==> src/rtl/lnenc_pkg.sv <==
package lnenc_pkg;

    localparam int LVL_W     = 2;
    localparam int MODE_W    = 3;
    localparam int MLT_STEPS = 4;
    localparam int MLT_W     = $clog2(MLT_STEPS);

    typedef logic signed [LVL_W-1:0] lvl_t;

    localparam lvl_t LVL_ZERO = 2'sb00;
    localparam lvl_t LVL_POS  = 2'sb01;
    localparam lvl_t LVL_NEG  = 2'sb11;

    typedef enum logic [MODE_W-1:0] {
        M_NRZ   = 3'd0,
        M_NRZI  = 3'd1,
        M_RZ    = 3'd2,
        M_BPRZ  = 3'd3,
        M_MANCH = 3'd4,
        M_MLT3  = 3'd5
    } mode_e;

    typedef struct packed {
        logic             nrzi_hi;
        logic             bp_neg;
        logic [MLT_W-1:0] mlt_idx;
    } code_state_t;

    typedef struct packed {
        lvl_t first;
        lvl_t second;
    } sym_pair_t;

    typedef struct packed {
        logic [MODE_W-1:0] mode;
        logic              vld;
    } cell_ctx_t;

    function automatic lvl_t lvl_of_bit(input logic b);
        return b ? LVL_POS : LVL_ZERO;
    endfunction

    function automatic lvl_t mlt_level(input logic [MLT_W-1:0] idx);
        lvl_t r;
        case (idx)
            2'd0:    r = LVL_ZERO;
            2'd1:    r = LVL_POS;
            2'd2:    r = LVL_ZERO;
            default: r = LVL_NEG;
        endcase
        return r;
    endfunction

    function automatic lvl_t pulse_level(input logic neg);
        return neg ? LVL_NEG : LVL_POS;
    endfunction

endpackage

==> src/rtl/lnenc_state.sv <==
module lnenc_state
    import lnenc_pkg::*;
(
    input  logic              clk,
    input  logic              rst,
    input  logic              cell_go,
    input  logic              vld,
    input  logic              bit_in,
    input  logic [MODE_W-1:0] mode,
    output code_state_t       st_q,
    output code_state_t       st_nxt
);

    always_comb begin
        st_nxt = st_q;
        if (vld) begin
            case (mode)
                M_NRZI: st_nxt.nrzi_hi = st_q.nrzi_hi ^ bit_in;
                M_BPRZ: st_nxt.bp_neg  = st_q.bp_neg ^ bit_in;
                M_MLT3: if (bit_in) st_nxt.mlt_idx = st_q.mlt_idx + MLT_W'(1);
                default: ;
            endcase
        end
    end

    always_ff @(posedge clk) begin
        if (rst) begin
            st_q <= '0;
        end else if (cell_go) begin
            st_q <= st_nxt;
        end
    end

    // each 1 in alternating mode flips the next pulse sign
    assert_pulse_flip_R5: assert property (@(posedge clk) disable iff (rst)
        (cell_go && vld && bit_in && mode == M_BPRZ) |=> (st_q.bp_neg != $past(st_q.bp_neg)));

    // three-level step moves only on a valid 1 in its own mode
    assert_mlt_hold_R7: assert property (@(posedge clk) disable iff (rst)
        !(cell_go && vld && bit_in && mode == M_MLT3) |=> $stable(st_q.mlt_idx));

    // transition level kept unless a valid 1 arrives in its mode
    assert_nrzi_hold_R3: assert property (@(posedge clk) disable iff (rst)
        !(cell_go && vld && bit_in && mode == M_NRZI) |=> $stable(st_q.nrzi_hi));

endmodule

==> src/rtl/lnenc_symbol.sv <==
module lnenc_symbol
    import lnenc_pkg::*;
(
    input  logic              vld,
    input  logic              bit_in,
    input  logic [MODE_W-1:0] mode,
    input  code_state_t       st_q,
    input  code_state_t       st_nxt,
    output sym_pair_t         sym
);

    always_comb begin
        sym.first  = LVL_ZERO;
        sym.second = LVL_ZERO;
        if (!vld) begin
            case (mode)
                M_NRZI: begin
                    sym.first  = lvl_of_bit(st_q.nrzi_hi);
                    sym.second = lvl_of_bit(st_q.nrzi_hi);
                end
                M_MLT3: begin
                    sym.first  = mlt_level(st_q.mlt_idx);
                    sym.second = mlt_level(st_q.mlt_idx);
                end
                default: ;
            endcase
        end else begin
            case (mode)
                M_NRZ: begin
                    sym.first  = lvl_of_bit(bit_in);
                    sym.second = lvl_of_bit(bit_in);
                end
                M_NRZI: begin
                    sym.first  = lvl_of_bit(st_nxt.nrzi_hi);
                    sym.second = lvl_of_bit(st_nxt.nrzi_hi);
                end
                M_RZ: begin
                    sym.first  = lvl_of_bit(bit_in);
                end
                M_BPRZ: begin
                    if (bit_in) sym.first = pulse_level(st_q.bp_neg);
                end
                M_MANCH: begin
                    sym.first  = lvl_of_bit(bit_in);
                    sym.second = lvl_of_bit(!bit_in);
                end
                M_MLT3: begin
                    sym.first  = mlt_level(st_nxt.mlt_idx);
                    sym.second = mlt_level(st_nxt.mlt_idx);
                end
                default: ;
            endcase
        end
    end

endmodule

==> src/rtl/lnenc_out.sv <==
module lnenc_out
    import lnenc_pkg::*;
(
    input  logic      clk,
    input  logic      rst,
    input  logic      cell_go,
    input  sym_pair_t sym,
    input  cell_ctx_t ctx,
    output lvl_t      line_q
);

    lvl_t      hold_q;
    cell_ctx_t ctx_q;

    always_ff @(posedge clk) begin
        if (rst) begin
            line_q <= LVL_ZERO;
            hold_q <= LVL_ZERO;
            ctx_q  <= '0;
        end else if (cell_go) begin
            line_q <= sym.first;
            hold_q <= sym.second;
            ctx_q  <= ctx;
        end else begin
            line_q <= hold_q;
        end
    end

    // second half of a return-to-zero cell is zero
    assert_rz_return_R4: assert property (@(posedge clk) disable iff (rst)
        (!cell_go && ctx_q.vld && ctx_q.mode == M_RZ) |=> (line_q == LVL_ZERO));

    // split-phase cells always change level at mid-cell
    assert_manch_mid_R6: assert property (@(posedge clk) disable iff (rst)
        (!cell_go && ctx_q.vld && ctx_q.mode == M_MANCH) |=> (line_q != $past(line_q)));

    // plain level code holds over the whole cell
    assert_nrz_flat_R2: assert property (@(posedge clk) disable iff (rst)
        (!cell_go && ctx_q.vld && ctx_q.mode == M_NRZ) |=> $stable(line_q));

    // reserved modes produce zero at mid-cell
    assert_reserved_zero_R10: assert property (@(posedge clk) disable iff (rst)
        (!cell_go && ctx_q.mode > M_MLT3) |=> (line_q == LVL_ZERO));

endmodule

==> src/rtl/serial_line_encoder.sv <==
module serial_line_encoder
    import lnenc_pkg::*;
(
    input  logic              clk,
    input  logic              rst,
    input  logic              phase_i,
    input  logic              bit_i,
    input  logic              bit_vld_i,
    input  logic [MODE_W-1:0] mode_i,
    output logic [LVL_W-1:0]  line_o
);

    logic        cell_go;
    code_state_t st_q;
    code_state_t st_nxt;
    sym_pair_t   sym;
    cell_ctx_t   ctx;
    lvl_t        line_q;

    assign cell_go  = !phase_i;
    assign ctx.mode = mode_i;
    assign ctx.vld  = bit_vld_i;

    lnenc_state u_state (
        .clk     (clk),
        .rst     (rst),
        .cell_go (cell_go),
        .vld     (bit_vld_i),
        .bit_in  (bit_i),
        .mode    (mode_i),
        .st_q    (st_q),
        .st_nxt  (st_nxt)
    );

    lnenc_symbol u_symbol (
        .vld     (bit_vld_i),
        .bit_in  (bit_i),
        .mode    (mode_i),
        .st_q    (st_q),
        .st_nxt  (st_nxt),
        .sym     (sym)
    );

    lnenc_out u_out (
        .clk     (clk),
        .rst     (rst),
        .cell_go (cell_go),
        .sym     (sym),
        .ctx     (ctx),
        .line_q  (line_q)
    );

    assign line_o = line_q;

    // the output never takes the unused code 10
    assert_level_legal_R2: assert property (@(posedge clk) disable iff (rst)
        line_o != 2'b10);

endmodule

==> config.mk <==
export PLATFORM = sky130hd
export DESIGN_NAME = serial_line_encoder
export DESIGN_NICKNAME = d
export VERILOG_FILES = /design/src/rtl/lnenc_pkg.sv /design/src/rtl/lnenc_state.sv /design/src/rtl/lnenc_symbol.sv /design/src/rtl/lnenc_out.sv /design/src/rtl/serial_line_encoder.sv
export SDC_FILE = /design/constraint.sdc
export NUM_CORES = 1
export LEC_CHECK = 0
export BUFFER_PORTS_ARGS = -buffer_cell sky130_fd_sc_hd__buf_4
export CAP_MARGIN = 10
export CORE_AREA = 2 2 39 41
export CTS_CLUSTER_DIAMETER = 60
export DETAILED_ROUTE_END_ITERATION = 8
export DIE_AREA = 0 0 41 43
export PLACE_DENSITY = 0.75
export SETUP_SLACK_MARGIN = 0.4
export SYNTH_ARGS = -nofsm -noshare
export SYNTH_HDL_FRONTEND = slang
export SYNTH_SLANG_ARGS = --single-unit
==> constraint.sdc <==
create_clock -name clk -period 1.7 [get_ports clk]
set_clock_uncertainty 0.15 [all_clocks]
set_input_delay 0 -clock clk [delete_from_list [all_inputs] [get_ports clk]]
set_output_delay 0 -clock clk [all_outputs]
set_load 0.1 [all_outputs]
==> metrics, run 1 <==
min cycle time layout=between 1500 and 2000 ps; post-route DRC violation count=0; Synth Register Bits=8; post-synth net total=between 70 and 80; internal power=325 uW; measured slew at the worst slew-check pin=between 200 and 250 ps; Max Root-Sink Buffers=2; vias=529; CP max stage cell=dfxtp_4; row cnt=14; CP Data Arrival Time=~1500 ps; drt total wl=~1400 um; utilization after layout=57.2%; status=complete, no violations; part of the Yosys area used for sequential elements=between 20% and 30%; synth top area cells=dfxtp_1, ha_1, a2111oi_4; DR iter-0 viols=5; worst r2r dst=u_out.line_q[0]; Power Dens Cells=between 500 and 600 nW/um2; Finished Cell Area=around 800 um2; sw frac=~29%; slew margin rel.=between 80% and 90%; clock share of power=34.2%; CP startpoint kind=flip-flop; hold path endpoint=u_state.st_q[2]; number of synthesized flops with an enable pin=0; Slew Viols, Final=0; CP Buf/Inv Count=1; first-pass GRT wire length=between 2000 and 2500 um; mean post-synth cell area=approximately 9.6 um2; RSZ-0062 raised after global routing=true; CP Class=reg2reg; Syn Std Cell Area=about 600 um2; cell count after synthesis=62; Flop pwr share=between 40% and 50%; Final Hold Viols=0; Die Wd=41 um; Min-Delay Path Class=in2reg; R2R setup slack=180 ps; Yosys top cell by area=dfxtp_1; fin nets=between 90 and 100; dpl ws=190 ps; hold_sp=phase_i; CP max stage delay=approximately 370 ps; HPWL Detailed=between 800 and 900 um; IO buf count=9; Hold WS=around 8.5 ps; fin crit share=between 80% and 90%; Total Neg Setup Slack=0 ps; maxcap violations=0; core area=~1400 um2; FFs w/ async S/R, synth=0%; area fraction of the dominant cell type after synthesis=a little over a quarter; Num CTS Buffers=3; IO Count=10; CTS root buffer=clkbuf_4; yosys warns=0; Worst-Skew Late Latency=250 ps; vias per std cell=5.57; CP Max Fanout=4; Leak Pwr=around 0.00031 uW; Final WS setup=around 180 ps; antenna-violating nets left=0; worst endpoint required time=about 1700 ps; first-pass iteration count of the detailed router=4; largest net degree at the start of global routing=11; hold depth=4; f_max=about 0.66 GHz; Reg2Reg Depth=6; die footprint=~1800 um2; final setup vio count=0; Tot GR Track Use=a little under a fifth; RD Place Congestion=0.732; Net Sw Power=~130 uW; CTS tree=yes; # fillers=123; antenna fix cells=0; WL/cell=14.5 um; CTS HTree Levels=1; # clock sinks=8; clock transition at the registers of the reported paths=approximately 60 ps; Initial Util=between 40% and 50%; Worst Setup End Kind=flip-flop; placed cell areas=691 um2; VDD IR max=0.000366 V; Layout area overhead=32.7%; gr ovfl total=0; share of cells above drive strength 1=39.2%; Critical Path, Cell by Cell=inv_2 > ha_2 > or3b_1 > o211ai_1 > a21o_1 > o31ai_2; chip height=~43 um; Combinational Power Share=a little under a quarter; initial antenna violation count=0; delay-heaviest family, CP=flip-flops; vias in the first global route=between 400 and 500; FF-to-FF Start=u_state.st_q[1]; number of distinct library cells after synthesis=36; Synth Flop Type=dfxtp_1
-- cell usage after synthesis, types with 2 or more instances --
cell type,number
nor3_2,2
o21a_1,2
nor2_1,5
a21oi_1,4
xnor2_1,2
inv_1,3
nand3b_1,2
dfxtp_1,8
nand2b_1,2
nand2_1,4
ha_1,3
-- power by group through the flow --
stage | combinational (uW) | sequential (uW) | clock [uW]
6_report | 108 | 193 | 156
5_1_grt | 115 | 193 | 174
4_1_cts | 104 | 193 | 164
3_5_place_dp | 94.8 | 197 | 0
3_3_place_gp | 93.8 | 197 | 0
2_1_floorplan | 48.3 | 212 | 0
-- worst max-delay path by stage --
| stage | cells after the start | slack [ps] | end | startpoint |
|---|---|---|---|---|
| 4_1_cts | 6 | 180 | u_out.line_q[0] | u_state.st_q[1] |
| 6_report | 6 | 180 | u_out.line_q[0] | u_state.st_q[1] |
| 3_3_place_gp | 5 | 180 | u_out.line_q[0] | u_state.st_q[0] |
| 5_1_grt | 6 | 130 | u_out.line_q[0] | u_state.st_q[1] |
| 2_1_floorplan | 5 | 260 | u_out.line_q[0] | u_state.st_q[0] |
| 3_5_place_dp | 5 | 190 | u_out.line_q[0] | u_state.st_q[0] |
-- layer usage --
layer / track usage, % / part of all wire, % / up-vias
met3: 6.28 / 3.8 / 0
met2: 28.4 / 53 / 9
met1: 24.1 / 43 / 262
li1: - / - / 258
met4: 6.00 / 0 / 0
met5: 0 / 0 / -
-- layout make-up --
| class | count | area (um2) | share of cell area, % |
|---|---|---|---|
| clock buffers | 4 | 26.3 | 3.32 |
| inverters | 3 | 11.3 | 1.42 |
| multi-input cells | 49 | 439 | 55.5 |
| flip-flops and latches | 8 | 168 | 21.2 |
| well taps | 16 | 20.0 | 2.53 |
| repair buffers | 15 | 128 | 16.1 |
-- sequential cells by signal (all words and copies together) (netlist names) --
| name | count |
|---|---|
| u_out.hold_q | 2 |
| u_out.line_q | 2 |
| u_state.st_q | 4 |
-- what timing repair did --
item,4_1_cts,5_1_grt
pin swaps,3,3
setup endpoints to repair,4,7
hold buffers,5,0
endpoints found under the hold margin,8,0
resized for setup,1,3
buffers inserted,1,0
-- placed cells by master (no fill, tap or decap), drive strengths merged, types with 2 or more instances in the layout --
master       count
inv              3
o21a             2
a21oi            5
dfxtp            8
nor2             5
ha               3
clkbuf           4
mux2i            2
buf             10
dlygate4sd3      4
nand2            4
nor4b            2
nand3b           2
xnor2            2
o21ai            2
nor3             3
nand2b           2
-- through the flow --
stage | power, uW | cells
final | 458 | 95
after global placement | 291 | 85
after CTS | 462 | 95
after detailed placement | 292 | 85
after floorplan | 261 | 62
after global routing | 482 | 95
-- tightest hold or removal path, cell delays in order --
cell and delay (ps):
buf_4 120, nor4b_2 60, mux2i_1 110, nor2_1 80
-- cell families after synthesis --
group / synth area share (%)
AOI/OAI and AO/OA: 21.8
adders and majority gates: 6.29
and+or+nand+nor: 29.6
xor gates and xnor gates: 2.94
buffers and inverters: 4.61
DFF: 26.8
muxes: 7.97
No activity file was read; power rests on OpenSTA's default activity.
==> inputs of run 2 (changes only) <==
--- a/config.mk
+++ b/config.mk
@@ -12,4 +12,5 @@
 export DETAILED_ROUTE_END_ITERATION = 8
 export DIE_AREA = 0 0 41 43
+export HOLD_SLACK_MARGIN = 0.06
 export PLACE_DENSITY = 0.75
 export SETUP_SLACK_MARGIN = 0.4
==> constraint.sdc (replaced) <==
create_clock -name clk -period 1.7 [get_ports clk]
set_clock_uncertainty 0.15 [all_clocks]
set_input_delay 0.51 -clock clk [delete_from_list [all_inputs] [get_ports clk]]
set_output_delay 0.51 -clock clk [all_outputs]
set_load 0.1 [all_outputs]
==> metrics, run 2 (synthesized netlist as in run 1, its figures left out) <==
f_max=0.653 GHz (-0.63%); antenna fix cells=0 (unchanged); vias in the first global route=508 (+4.1%); RD Place Congestion=0.827 (+13%); fin nets=91 (unchanged); die footprint=1760 um2 (unchanged); Total Neg Setup Slack=0 ps (unchanged); Min-Delay Path Class=in2reg; vias=525 (-0.76%); Worst Setup End Kind=flip-flop; WL/cell=13.7 um (-5.3%); status=complete, no violations; IO Count=10 (unchanged); post-route DRC violation count=0 (unchanged); most frequent cells in the layout=buf_4, nor2_1, dfxtp_1; maxcap violations=0 (unchanged); worst endpoint required time=1700 ps (about the same); sw frac=29.2% (+0.19 points); Slew Viols, Final=0 (unchanged); HPWL Detailed=953 um (+8.1%); Die Wd=41 um (unchanged); largest reg by FF count=u_state.st_q; internal power=330 uW (+1.5%); clock transition at the registers of the reported paths=50 ps (about the same); Tot Pwr=466 uW (+1.8%); VDD IR max=0.000353 V (-3.8%); dpl ws=8.71 ps (-181 ps); CP Data Arrival Time=1530 ps (about the same); utilization after layout=59.7% (+2.4 points); # clock sinks=8 (unchanged); Combinational Power Share=25.5% (+1.9 points); CTS root buffer=clkbuf_4; CTS tree=yes; slew margin rel.=81.9% (-1.3 points); clock share of power=32.3% (-1.9 points); placed cell areas=712 um2 (+3.1%); Worst-Skew Late Latency=260 ps (about the same); share of cells above drive strength 1=50.0% (+11 points); commonest non-fill, non-tap cell in the layout=buf_4; vias per std cell=5.59 (+0.30%); Power Dens Cells=564 nW/um2 (-2.4%); CP Class=reg2reg; CP startpoint kind=flip-flop; Tot GR Track Use=18.2% (-0.59 points); largest net degree at the start of global routing=10 (-1); min cycle time layout=1530 ps (+9.69 ps); drt total wl=1290 um (-6.3%); final setup vio count=0 (unchanged); gr ovfl total=0 (unchanged); chip height=43 um (unchanged); Flop pwr share=42.2% (about the same); measured slew at the worst slew-check pin=271 ps (+24.5 ps); Leak Pwr=0.000316 uW (+1.5%); Max Root-Sink Buffers=2 (unchanged); number of flip-flops under the largest register name=4 (unchanged); Initial Util=43.1% (unchanged); RSZ-0062 raised after global routing=true; Num CTS Buffers=3 (unchanged); Layout area overhead=38.4%; antenna-violating nets left=0 (unchanged); core area=1380 um2 (unchanged); initial antenna violation count=0 (unchanged); Largest regs=u_state.st_q (4), u_out.hold_q (2), u_out.line_q (2); first-pass GRT wire length=2200 um (+1.6%); Final WS setup=168 ps (-9.69 ps); row cnt=14 (unchanged); CP Max Fanout=3 (-1); Final Hold Viols=0 (unchanged); Net Sw Power=136 uW (+2.5%); IO buf count=9 (unchanged); DR iter-0 viols=7 (+2); Finished Cell Area=826 um2 (+4.3%); first-pass iteration count of the detailed router=4 (unchanged); CTS HTree Levels=1 (unchanged); fin crit share=90.1% (+0.57 points)
## run 2: cell types whose count changed in the layout (fill, tap and decap cells not counted), sizes merged
cell and change:
clkbuf -1, dlymetal6s4s -1, dlygate4sd3 -4, buf +5
## run 2: power groups by stage
stage                     combinational (uW)  clock (uW)  sequential, uW
after floorplan                         53.1           0             215
after global placement                   101           0             200
after detailed placement                 102           0             200
after CTS                                111         152             197
after global routing                     126         167             197
final                                    119         151             197
## run 2: critical path, cell delays in order (launching register included)
cell      delay [ps]
dfxtp_2          330
ha_2             190
or3b_1           370
o211ai_1         120
a21o_1           190
o31ai_2           70
## run 2: layer usage
layer	vias to the layer above	GRT usage, %	routed length [um]
li1	258	-	-
met1	242	25.2	574
met2	18	25.3	606
met3	7	3.66	64
met4	0	10.0	47
met5	-	0	0
## run 2: layout make-up
class | count | area (um2)
Clock buffer | 3 | 22.5
Tap cell | 16 | 20.0
Inverter | 3 | 11.3
Multi-Input combinational cell | 49 | 447
Sequential cell | 8 | 164
Timing Repair Buffer | 15 | 161
Fill cell | 124 | 558
## run 2: path summary, 6_finish.rpt
path                   start               to  slack, ps  cells after the start
max          u_state.st_q[0]  u_out.line_q[0]        170                      5
min                      rst  u_state.st_q[0]        290                      2
max reg2reg  u_state.st_q[0]  u_out.line_q[0]        170                      5
min reg2reg  u_state.st_q[2]  u_state.st_q[2]        350                      2
## run 2: stage by stage
step | instances | hold slack (ps)
global route | 94 | 311
floorplan | 62 | 315
finish | 94 | 293
detailed placement | 89 | 347
CTS | 93 | 306
global placement | 89 | 332
## run 2: what timing repair did
item                       4_1_cts  5_1_grt
hold endpoints to repair         0        0
resized for setup               14        7
hold buffers                     0        0
pin swaps                        3        4
setup endpoints to repair        7       10
buffers inserted                 1        1
